[src/rtl/dvs_sleep_pkg.sv]
package dvs_sleep_pkg;
  typedef enum logic [1:0] {
    ST_AWAKE = 2'd0,
    ST_BIG   = 2'd1,
    ST_DEEP  = 2'd2,
    ST_RAMP  = 2'd3
  } pm_state_e;

  localparam int LP_EN_BIT   = 0;
  localparam int DEEP_OK_BIT = 4;
  localparam int DVS_BIT     = 10;
  localparam int MIN_BIT     = 11;

  typedef struct packed {
    logic lp_en;
    logic deep_ok;
    logic dvs_en;
    logic min_sel;
  } pm_ctrl_t;
endpackage

[src/rtl/dvs_sleep_regs.sv]
module dvs_sleep_regs
  import dvs_sleep_pkg::*;
#(
  parameter int DATA_W = 16,
  parameter int TMR_W  = 8
) (
  input  logic              clk_i,
  input  logic              rst_ni,
  input  logic              we_i,
  input  logic              addr_i,
  input  logic [DATA_W-1:0] wdata_i,
  output pm_ctrl_t          ctrl_o,
  output logic [TMR_W-1:0]  reload_o
);
  pm_ctrl_t         ctrl_q;
  logic [TMR_W-1:0] reload_q;

  always_ff @(posedge clk_i or negedge rst_ni) begin
    if (!rst_ni) begin
      ctrl_q   <= '0;
      reload_q <= '0;
    end else if (we_i) begin
      if (!addr_i) begin
        ctrl_q.lp_en   <= wdata_i[LP_EN_BIT];
        ctrl_q.deep_ok <= wdata_i[DEEP_OK_BIT];
        ctrl_q.dvs_en  <= wdata_i[DVS_BIT];
        ctrl_q.min_sel <= wdata_i[MIN_BIT];
      end else begin
        reload_q <= wdata_i[TMR_W-1:0];
      end
    end
  end

  logic unused_wdata;
  assign unused_wdata = ^wdata_i;

  assign ctrl_o   = ctrl_q;
  assign reload_o = reload_q;

  p_ctrl_write_r2: assert property (@(posedge clk_i) disable iff (!rst_ni)
    (we_i && !addr_i) |=> (ctrl_o.dvs_en == $past(wdata_i[DVS_BIT])
                           && ctrl_o.min_sel == $past(wdata_i[MIN_BIT])));
  p_reload_write_r2: assert property (@(posedge clk_i) disable iff (!rst_ni)
    (we_i && addr_i) |=> (reload_o == $past(wdata_i[TMR_W-1:0])));
endmodule

[src/rtl/dvs_setup_timer.sv]
module dvs_setup_timer #(
  parameter int TMR_W = 8
) (
  input  logic             clk_i,
  input  logic             rst_ni,
  input  logic             load_i,
  input  logic [TMR_W-1:0] load_val_i,
  input  logic             run_i,
  output logic             done_o
);
  logic [TMR_W-1:0] cnt_q;

  always_ff @(posedge clk_i or negedge rst_ni) begin
    if (!rst_ni)                    cnt_q <= '0;
    else if (load_i)                cnt_q <= load_val_i;
    else if (run_i && cnt_q != '0)  cnt_q <= cnt_q - 1'b1;
  end

  assign done_o = (cnt_q == '0);

  p_load_r9: assert property (@(posedge clk_i) disable iff (!rst_ni)
    load_i |=> (cnt_q == $past(load_val_i)));
  p_cnt_dec_r9: assert property (@(posedge clk_i) disable iff (!rst_ni)
    (run_i && !load_i && cnt_q != '0) |=> (cnt_q == $past(cnt_q) - 1'b1));
  p_no_wrap_r9: assert property (@(posedge clk_i) disable iff (!rst_ni)
    (!load_i && done_o) |=> done_o);
endmodule

[src/rtl/dvs_sleep_fsm.sv]
module dvs_sleep_fsm
  import dvs_sleep_pkg::*;
(
  input  logic      clk_i,
  input  logic      rst_ni,
  input  pm_ctrl_t  ctrl_i,
  input  logic      idle_req_i,
  input  logic      wake_req_i,
  input  logic      tmr_done_i,
  output pm_state_e state_o,
  output logic      tmr_load_o,
  output logic      tmr_run_o,
  output logic      core_clk_en_o,
  output logic      osc_en_o,
  output logic      low_pwr_o
);
  pm_state_e st_q, st_d;
  logic      low_q, low_d;
  logic      lp_active;

  assign lp_active = ctrl_i.lp_en && ctrl_i.dvs_en;

  always_comb begin
    st_d       = st_q;
    tmr_load_o = 1'b0;
    tmr_run_o  = 1'b0;
    unique case (st_q)
      ST_AWAKE: if (!wake_req_i && idle_req_i)
                  st_d = (ctrl_i.deep_ok && !ctrl_i.dvs_en) ? ST_DEEP : ST_BIG;
      ST_BIG:   if (wake_req_i) st_d = ST_AWAKE;
      ST_DEEP:  if (wake_req_i) begin
                  st_d       = ST_RAMP;
                  tmr_load_o = 1'b1;
                end
      ST_RAMP:  begin
                  tmr_run_o = 1'b1;
                  if (tmr_done_i) st_d = ST_AWAKE;
                end
      default:  st_d = ST_AWAKE;
    endcase
  end

  // level is captured in big sleep and held across wake-up
  always_comb begin
    low_d = low_q;
    if (!lp_active)         low_d = 1'b0;
    else if (st_q == ST_BIG) low_d = ctrl_i.min_sel;
  end

  always_ff @(posedge clk_i or negedge rst_ni) begin
    if (!rst_ni) begin
      st_q  <= ST_AWAKE;
      low_q <= 1'b0;
    end else begin
      st_q  <= st_d;
      low_q <= low_d;
    end
  end

  assign state_o       = st_q;
  assign core_clk_en_o = (st_q == ST_AWAKE);
  assign osc_en_o      = (st_q != ST_DEEP);
  assign low_pwr_o     = low_q;

  p_idle_target_r3: assert property (@(posedge clk_i) disable iff (!rst_ni)
    (st_q == ST_AWAKE && idle_req_i && !wake_req_i && ctrl_i.dvs_en)
      |=> (st_q == ST_BIG));
  p_big_exit_r4: assert property (@(posedge clk_i) disable iff (!rst_ni)
    (st_q == ST_BIG && wake_req_i) |=> (st_q == ST_AWAKE));
  p_big_hold_r4: assert property (@(posedge clk_i) disable iff (!rst_ni)
    (st_q == ST_BIG && !wake_req_i) |=> (st_q == ST_BIG));
  p_wake_wins_r5: assert property (@(posedge clk_i) disable iff (!rst_ni)
    (st_q == ST_AWAKE && wake_req_i) |=> (st_q == ST_AWAKE));
  p_clk_needs_osc_r6: assert property (@(posedge clk_i) disable iff (!rst_ni)
    core_clk_en_o |-> osc_en_o);
  p_lp_hold_r7: assert property (@(posedge clk_i) disable iff (!rst_ni)
    (st_q != ST_BIG && lp_active) |=> $stable(low_pwr_o));
  p_lp_forced_r8: assert property (@(posedge clk_i) disable iff (!rst_ni)
    !lp_active |=> !low_pwr_o);
  p_deep_exit_r9: assert property (@(posedge clk_i) disable iff (!rst_ni)
    (st_q == ST_DEEP) |=> (st_q == ST_DEEP || st_q == ST_RAMP));
endmodule

[src/rtl/dvs_sleep_ctrl.sv]
module dvs_sleep_ctrl
  import dvs_sleep_pkg::*;
#(
  parameter int DATA_W = 16,
  parameter int TMR_W  = 8
) (
  input  logic              clk_i,
  input  logic              rst_ni,
  input  logic              reg_we_i,
  input  logic              reg_addr_i,
  input  logic [DATA_W-1:0] reg_wdata_i,
  input  logic              idle_req_i,
  input  logic              wake_req_i,
  output logic [1:0]        state_o,
  output logic              core_clk_en_o,
  output logic              osc_en_o,
  output logic              low_pwr_o
);
  pm_ctrl_t         ctrl;
  logic [TMR_W-1:0] reload;
  logic             tmr_load, tmr_run, tmr_done;
  pm_state_e        st;

  dvs_sleep_regs #(.DATA_W(DATA_W), .TMR_W(TMR_W)) u_regs (
    .clk_i, .rst_ni,
    .we_i     (reg_we_i),
    .addr_i   (reg_addr_i),
    .wdata_i  (reg_wdata_i),
    .ctrl_o   (ctrl),
    .reload_o (reload)
  );

  dvs_setup_timer #(.TMR_W(TMR_W)) u_timer (
    .clk_i, .rst_ni,
    .load_i     (tmr_load),
    .load_val_i (reload),
    .run_i      (tmr_run),
    .done_o     (tmr_done)
  );

  dvs_sleep_fsm u_fsm (
    .clk_i, .rst_ni,
    .ctrl_i        (ctrl),
    .idle_req_i,
    .wake_req_i,
    .tmr_done_i    (tmr_done),
    .state_o       (st),
    .tmr_load_o    (tmr_load),
    .tmr_run_o     (tmr_run),
    .core_clk_en_o,
    .osc_en_o,
    .low_pwr_o
  );

  assign state_o = st;
endmodule

[config.mk]
export PLATFORM = sky130hd
export DESIGN_NAME = dvs_sleep_ctrl
export DESIGN_NICKNAME = d
export VERILOG_FILES = /design/src/rtl/dvs_sleep_pkg.sv /design/src/rtl/dvs_sleep_regs.sv /design/src/rtl/dvs_setup_timer.sv /design/src/rtl/dvs_sleep_fsm.sv /design/src/rtl/dvs_sleep_ctrl.sv
export SDC_FILE = /design/constraint.sdc
export NUM_CORES = 1
export LEC_CHECK = 0
export ABC_AREA = 1
export BUFFER_PORTS_ARGS = -buffer_cell sky130_fd_sc_hd__buf_2
export CAP_MARGIN = 20
export CORE_AREA = 4 4 64 54
export CTS_BUF_LIST = sky130_fd_sc_hd__clkbuf_2 sky130_fd_sc_hd__clkbuf_4 sky130_fd_sc_hd__clkbuf_8
export DETAILED_ROUTE_END_ITERATION = 16
export DIE_AREA = 0 0 68 58
export PLACE_DENSITY = 0.8
export SLEW_MARGIN = 10
export SYNTH_ARGS = -nofsm -noshare
export SYNTH_HDL_FRONTEND = slang
export SYNTH_HIERARCHICAL = 1
export SYNTH_SLANG_ARGS = --single-unit
export TNS_END_PERCENT = 30
[constraint.sdc]
create_clock -name clk_i -period 4.3 [get_ports clk_i]
set_clock_uncertainty 0.05 [all_clocks]
set_input_delay 0.215 -clock clk_i [delete_from_list [all_inputs] [get_ports clk_i]]
set_output_delay 0.215 -clock clk_i [all_outputs]
set_load 0.02 [all_outputs]
### After elaboration in Yosys (flattened, before gate mapping)

Cells that the tools add are included.

| word-level totals | value |
|---|---|
| flip-flop bits (word level) | 23 |
| input bits | 22 |
| word-level logic and storage cells | 45 |

| cells by class | value |
|---|---|
| add/sub/neg operators | 1 |
| equality and inequality tests | 9 |
| mux-type cells | 13 |
| bitwise logic cells | 1 |
| reductions and logical operators | 13 |

Operators by type and width:

| kind | number |
|---|---|
| 2-to-1 mux 8 bit | 2 |
| 2-to-1 mux 2 bit | 5 |
| != test 2 bit (second input constant) | 5 |
| logical NOT 8 bit | 1 |
| case mux 2 bit (4 select lines) | 1 |
| nonzero test 8 bit | 1 |
| subtractor 8 x 1 -> 8 bit (second input constant) | 1 |
| 2-to-1 mux 1 bit | 5 |
| == test 2 bit (second input constant) | 2 |
| logical AND 1 bit | 4 |
| AND reduction 2 bit | 2 |
| AND reduction 4 bit | 1 |
| == test 2 x 1 -> 1 bit (second input constant) | 1 |
| logical NOT 1 bit | 2 |
| logical NOT 2 bit | 1 |
| != test 2 x 1 -> 1 bit (second input constant) | 1 |
| nonzero test 2 bit | 1 |
| NOT 1 bit | 1 |

### Logic depth before layout (Yosys ltp)

Gate-level depths: netlist of the first run.

| logic depth | value |
|---|---|
| depth after elaboration | 5 |
| gate-level depth with buffers | 10 |
| depth with buffers taken out | 10 |

### By module

Netlist of the first run, hierarchy kept.

By module, submodules not included:

| module | times used | cells an instance | area an instance (sq um) |
|---|---|---|---|
| dvs_setup_timer | 1 | 93 | 596.8 |
| dvs_sleep_regs | 1 | 53 | 480.5 |
| dvs_sleep_fsm | 1 | 38 | 231.5 |

### Least setup slack after synthesis of the first run

No wires, ideal clock.

| timing | value |
|---|---|
| kind | flip-flop to flip-flop |
| start | register u_fsm.st_q[1] (netlist: u_fsm/state_o[1]) |
| end | register u_timer.cnt_q[0] |
| setup time | 0.125 ns |
| data arrival time | 1.517 ns |
| required time | 4.125 ns |
| setup slack | 2.608 ns |
| cell stages (with the launch flop) | 7 |
| path buffers | 1 |
| cells stage by stage | dfrtp_1 -> nand2_1 -> nor2_1 -> clkbuf_1 -> o21ai_0 -> nand2_1 -> o21ai_1 |

| on the way | value |
|---|---|
| elaborated cells between the ends (all ways) | 7 |
| those cells by class | eq/ne: 2; mux: 3; reduce/logical: 2 |

RTL lines:

| element | line | source |
|---|---|---|
| start: declaration | dvs_sleep_fsm.sv:17 | `pm_state_e st_q, st_d;` |
| start signal: assignment | dvs_sleep_fsm.sv:55 | `st_q <= st_d;` |
| == test 2 bit * | dvs_sleep_fsm.sv:27 | `unique case (st_q)` |
| 2-to-1 mux 1 bit * | dvs_sleep_fsm.sv:27 |  |
| named net tmr_load | dvs_sleep_ctrl.sv:21 | `logic tmr_load, tmr_run, tmr_done;` |
| 2-to-1 mux 8 bit / nonzero test 2 bit (equally long branches) | n/a |  |
| end signal: assignment | dvs_setup_timer.sv:15 | `else if (load_i) cnt_q <= load_val_i;` |
| end signal: assignment | dvs_setup_timer.sv:16 | `else if (run_i && cnt_q != '0) cnt_q <= cnt_q - 1'b1;` |
| end: declaration | dvs_setup_timer.sv:11 | `logic [TMR_W-1:0] cnt_q;` |

Mark *: on every way through the listed nets, which the timed path passes. The rest lies on a longest branch.
A chain may end at the register's enable or synchronous reset.

### Worst setup path after layout of the first run

| timing | value |
|---|---|
| start | register u_fsm.st_q[0] (netlist: u_fsm/state_o[0]) |
| end | register u_timer.cnt_q[2] |

Same word-level chain as after synthesis.

==> results of run 1 <==
layout make-up:
class | count | area (um2) | share of cell area
clock buffer | 3 | 22.5 | 0.0153
clock inverter | 1 | 7.51 | 0.00509
inverter | 20 | 76.3 | 0.0518
multi-input combinational | 138 | 634 | 0.430
sequential | 23 | 576 | 0.390
tap | 38 | 47.5 | 0.0323
timing repair buffer | 21 | 110 | 0.0747
logic make-up (layout without fill, tap and decap cells):
group | count (synthesis) | after routing
adders and majority gates | 2 | 2
AOI/OAI and AO/OA | 9 | 9
DFF | 23 | 23
buffers and inverters | 23 | 45
and+or+nand+nor | 126 | 126
xor gates and xnor gates | 1 | 1
state kept, by name, indices dropped and copies added, names as in the netlist:
name,cells
u_regs/ctrl_o,4
u_timer/cnt_q,8
u_fsm/low_pwr_o,1
u_regs/reload_o,8
u_fsm/state_o,2
how the worst max path moves through the flow:
stage                     startpoint               end  slack, ps  cells after the start
floorplan           u_fsm/state_o[1]  u_timer/cnt_q[0]       2610                      6
global placement    u_fsm/state_o[0]  u_timer/cnt_q[2]       2250                      8
detailed placement  u_fsm/state_o[0]  u_timer/cnt_q[2]       2240                      8
CTS                 u_fsm/state_o[0]  u_timer/cnt_q[2]       2220                      8
global route        u_fsm/state_o[0]  u_timer/cnt_q[4]       1920                      8
finish              u_fsm/state_o[0]  u_timer/cnt_q[2]       2240                      8
cell usage after synthesis, types with 2 or more instances:
cell     number
nand2_2       2
dfrtp_1      23
nand4_1       2
inv_1        18
nor2_1       11
nand3_1      29
o21ai_0       5
o21ai_1       2
ha_1          2
nand3_2       2
nor2_2        2
nand2_1      77
placed cells by master, fill, tap and decap left out, types with 2 or more instances in the layout:
master    Yosys  layout
nand3_1      29      29
nand3_2       2       2
nor2_2        2       2
o21ai_1       2       2
nor2_1       11      11
inv_1        18      18
nand2_2       2       2
dfrtp_1      23      23
ha_1          2       2
buf_2         0      20
clkbuf_4      0       3
nand2_1      77      77
nand4_1       2       2
o21ai_0       5       5
tightest hold or removal path: cells and delay by family:
| kind | cells | cell delay [ps] |
|---|---|---|
| buffers and inverters | 1 | 70 |
| and+or+nand+nor | 2 | 120 |
metal layers:
metal / vias to the layer above / track usage / part of all wire
met1: 494 / 0.208 / 0.52
met3: 2 / 0.0465 / 0.058
met2: 27 / 0.203 / 0.42
li1: 625 / - / -
met5: - / 0 / 0
met4: 0 / 0.0255 / 0.0028
what timing repair did:
action / 4_1_cts / 5_1_grt
endpoints found under the setup margin: 0 / 0
hold endpoints to repair: 23 / 0
hold buffers: 1 / 0
power groups by stage:
stage	Sequential (mW)	Clock, mW	Combinational, mW
2_1_floorplan	0.332	0	0.302
3_3_place_gp	0.335	0	0.379
3_5_place_dp	0.338	0	0.387
4_1_cts	0.333	0.107	0.390
5_1_grt	0.344	0.118	0.452
6_report	0.333	0.102	0.388
==> summary.md, run 1 <==
| Metric | Value |
|---|---|
| Status | `finished clean` |
| Min Tclk post-route | `2060 ps` |
| Slowest cell on crit path | `nor2_1` |
| Area leader, netlist | `dfrtp_1` |
| WL final | `2470 um` |
| XOR/XNOR Fraction of Synth Area | `0.00669` |
| Vias/cell | `4.70` |
| TritonCTS Buffers | `3` |
| Comb power frac | `0.471` |
| GP Congestion | `0.819` |
| Yosys warns | `6` |
| Slew HR | `0.580` |
| Compound-Gate Fraction of Synth Area | `0.0430` |
| Crit path largest cell delay | `510 ps` |
| Total grt overflow | `0` |
| Crit path arrival time | `2230 ps` |
| Worst-path clk slew | `130 ps` |
| Ant diodes | `0` |
| CTS tree | `yes` |
| Routed len/inst | `10.1 um` |
| IO Count | `27` |
| Die Width | `68 um` |
| Layout Utilization | `0.533` |
| Synth Area in Simple Gates | `0.416` |
| Die H | `58 um` |
| Crit share post-route | `0.479` |
| Slew @ Worst Pin | `628 ps` |
| Cell count after synthesis | `184` |
| Worst R2R Setup Slack | `2240 ps` |
| Pin count of the biggest net entering global routing | `24` |
| Worst hold path type | `input pin to flip-flop` |
| Pre-antenna DRT Iters | `4` |
| Mapped Avg Cell Area | `7.11 um2` |
| Reg power frac | `0.405` |
| Placed Area | `0.00143 mm2` |
| Die Area | `0.00394 mm2` |
| Clock Sinks | `23` |
| Post-CTS resize count | `0` |
| Max-cap violations | `0` |
| Mapped Nets | `208` |
| CP Class | `flip-flop to flip-flop` |
| Pleak | `0.805 nW` |
| Top cells by area, synth | `dfrtp_1, nand2_1, nand3_1` |
| Setup violators final | `0` |
| DR vias | `1,148` |
| Worst vdd ir | `0.000306 V` |
| Hold Crit Start | `reg_wdata_i[2]` |
| Mux cell area share after synthesis | `0` |
| Synth Flop Type | `dfrtp_1` |
| Std cell rows | `17` |
| Power Internal | `0.447 mW` |
| Reg2reg start | `u_fsm/state_o[0]` |
| Reg2reg path depth | `8` |
| Worst setup margin | `2240 ps` |
| Share of cells above drive strength 1 | `0.165` |
| Post-synthesis sequential area ratio | `0.440` |
| Drt drc | `0` |
| CP Cell Sequence | `inv_1 -> nand2_1 -> nor2_1 -> inv_1 -> nand2_4 -> clkinv_2 -> nand2_1 -> nand2_1` |
| CP Launch Type | `flip-flop` |
| Vias in the first global route | `1,015` |
| Critical Path End Type | `flip-flop` |
| Dpl hpwl | `1920 um` |
| Initial drt markers | `86` |
| Reg-to-reg critical path endpoint | `u_timer/cnt_q[2]` |
| Most used cell, CP | `nand2_1` |
| Required @ worst endpoint | `4470 ps` |
| Largest delay share family, worst path | `simple AND/OR/NAND/NOR gates` |
| Finished Cell Area | `0.00147 mm2` |
| Filler cell count | `291` |
| Slew Viols, Final | `0` |
| Largest family of logic cells by synthesized area | `simple AND/OR/NAND/NOR gates` |
| Synth top area share | `0.440` |
| Initial core utilization | `0.473` |
| Fin Hold WS | `77.1 ps` |
| Initial antenna violation count | `0` |
| Final net count | `231` |
| Mapped cell area | `0.00131 mm2` |
| Synth unique cells | `21` |
| First-pass GRT wire length | `4370 um` |
| Switching Power | `0.376 mW` |
| CP Max Fanout | `13` |
| Hold Crit Depth | `3` |
| RSZ-0062 raised after global routing | `no` |
| Cell Pwr Density | `559 mW/mm2` |
| Crit path buf inv count | `3` |
| Number of flops mapped to enable cells by yosys | `0` |
| Adder-Cell Fraction of Synth Area | `0.0191` |
| H-tree Lvls | `1` |
| GRT Util Overall | `0.141` |
| Clock power share | `0.124` |
| Fmax | `486 MHz` |
| I/O Buffers | `20` |
| Post-Place Worst Slack | `2240 ps` |
| Fin. Hold Viols | `0` |
| Hold endpoint | `u_regs/reload_o[2]` |
| Non-Filler Instances | `244` |
| Clk_lat worst skew | `310 ps` |
| Cells after DPL | `239` |
| CTS root buffer | `clkbuf_4` |
| ANT nets after route | `0` |
| Area growth, synth to finish | `12.6%` |
| Asr flop ratio synth | `1.00` |
| Post-CTS Setup Bufs | `0` |
| Post-synthesis register bit count | `23` |
| Clock buffer depth | `2` |
| Setup TNS after final layout | `0 ps` |
| CORE AREA | `0.00277 mm2` |
| PnR Total Power | `0.823 mW` |
| Sw frac | `0.457` |
No activity file was read; power rests on OpenSTA's default activity.
==> run 2: changes to the inputs <==
==> constraint.sdc (replaced) <==
create_clock -name clk_i -period 2.1 [get_ports clk_i]
set_clock_uncertainty 0.05 [all_clocks]
set_input_delay 0.105 -clock clk_i [delete_from_list [all_inputs] [get_ports clk_i]]
set_output_delay 0.105 -clock clk_i [all_outputs]
set_load 0.02 [all_outputs]
==> summary.md, run 2 (synthesis results as in run 1) <==
| Metric | Value |
|---|---|
| Fmax | `646 MHz` |
| First-pass GRT wire length | `4770 um` |
| Max-cap violations | `0` |
| Die Area | `0.00394 mm2` |
| CORE AREA | `0.00277 mm2` |
| Worst vdd ir | `0.000590 V` |
| Pin count of the biggest net entering global routing | `24` |
| Required @ worst endpoint | `2310 ps` |
| Crit share post-route | `0.737` |
| CP Launch Type | `flip-flop` |
| Dpl hpwl | `1930 um` |
| Initial core utilization | `0.473` |
| Area growth, synth to finish | `20.8%` |
| GP Congestion | `0.818` |
| Pleak | `0.852 nW` |
| Layout Utilization | `0.572` |
| Initial drt markers | `49` |
| Slew Viols, Final | `0` |
| Slew @ Worst Pin | `502 ps` |
| Most frequent cells in the layout | `nand2_1, nand3_1, dfrtp_1` |
| Die H | `58 um` |
| Most common cell after layout, fill and taps aside | `nand2_1` |
| Filler cell count | `276` |
| FF/Latch Area | `576 um2` |
| Status | `finished clean` |
| Vias in the first global route | `1,108` |
| Clk_lat worst skew | `310 ps` |
| Non-Filler Instances | `255` |
| Multi-input gate area | `634 um2` |
| Worst hold path type | `input pin to flip-flop` |
| CTS tree | `yes` |
| Die Width | `68 um` |
| Slew HR | `0.666` |
| CP Max Fanout | `7` |
| GRT Util Overall | `0.153` |
| Cell Pwr Density | `1080 mW/mm2` |
| Fin Hold WS | `58.2 ps` |
| DR vias | `1,188` |
| CTS root buffer | `clkbuf_4` |
| Share of cells above drive strength 1 | `0.161` |
| Pre-antenna DRT Iters | `4` |
| Setup TNS after final layout | `0 ps` |
| Ant diodes | `0` |
| Setup violators final | `0` |
| Crit path arrival time | `1760 ps` |
| Fin. Hold Viols | `0` |
| Min Tclk post-route | `1550 ps` |
| TritonCTS Buffers | `3` |
| Final net count | `242` |
| I/O Buffers | `20` |
| Clock buffer depth | `2` |
| Clock Sinks | `23` |
| Worst-path clk slew | `130 ps` |
| IO Count | `27` |
| Vias/cell | `4.66` |
| RSZ-0062 raised after global routing | `no` |
| ANT nets after route | `0` |
| Cells after DPL | `240` |
| Std cell rows | `17` |
| Drt drc | `0` |
| H-tree Lvls | `1` |
| CP Class | `flip-flop to flip-flop` |
| WL final | `2610 um` |
| Critical Path End Type | `flip-flop` |
| Initial antenna violation count | `0` |
| PnR Total Power | `1.71 mW` |
| Routed len/inst | `10.2 um` |
| Total grt overflow | `0` |
==> run 2: changes by cell type in the layout (fill, tap and decap cells not counted) <==
cell	previous run	this run
buf_4	0	1
dlygate4sd3_1	1	11
==> run 2: final timing paths <==
check	from	to	slack, ps	cells past startpoint
worst max-delay path	u_timer/cnt_q[0]	u_fsm/state_o[0]	550	10
worst min-delay path	reg_addr_i	u_regs/reload_o[2]	60	3
worst max register to register	u_timer/cnt_q[0]	u_fsm/state_o[0]	550	10
worst min register to register	u_regs/ctrl_o[0]	u_regs/ctrl_o[0]	440	2
max in group asynchronous	rst_ni	u_timer/cnt_q[6]	1440	2
min in group asynchronous	rst_ni	u_regs/reload_o[3]	230	2
==> run 2: layer usage <==
| metal | vias to the layer above | global-route usage | share of wire |
|---|---|---|---|
| met5 | - | 0 | 0 |
| met2 | 18 | 0.246 | 0.43 |
| met3 | 2 | 0.0388 | 0.040 |
| li1 | 648 | - | - |
| met1 | 520 | 0.214 | 0.53 |
| met4 | 0 | 0.0170 | 0.0038 |
==> run 2: where the power goes <==
part           switching (mW)  leakage (nW)  internal (mW)
registers               0.124         0.289          0.558
clock network           0.138        0.0139         0.0726
logic                   0.512         0.549          0.302
total                   0.774         0.852          0.933
==> run 2: final cells by class <==
class | instances | share of cell area
Multi-Input combinational cell | 138 | 0.401
Sequential cell | 23 | 0.364
Timing Repair Buffer | 32 | 0.138
Inverter | 20 | 0.0483
Tap cell | 38 | 0.0301
Clock buffer | 3 | 0.0142
Clock inverter | 1 | 0.00475
==> run 2: metrics by stage <==
| step | setup slack [ps] | cell area, um2 |
|---|---|---|
| finish | 552 | 1580 |
| global route | 426 | 1580 |
| CTS | 577 | 1580 |
| detailed placement | 608 | 1440 |
| global placement | 645 | 1440 |
| floorplan | 408 | 1310 |
==> run 2: critical path, stage by stage (launching register included) <==
cell     delay, ps
dfrtp_1        400
inv_1          170
ha_1           200
nand2_1        110
nor2_1         150
inv_1           50
nand3_1         90
nand2_1         60
inv_1           60
nand3_1         80
nand2_1         70
==> run 2: repair_timing <==
item                                   in CTS  in global routing
resized for setup                           0                  0
buffers inserted                            0                  0
hold buffers                               11                  0
endpoints found under the hold margin      35                  0
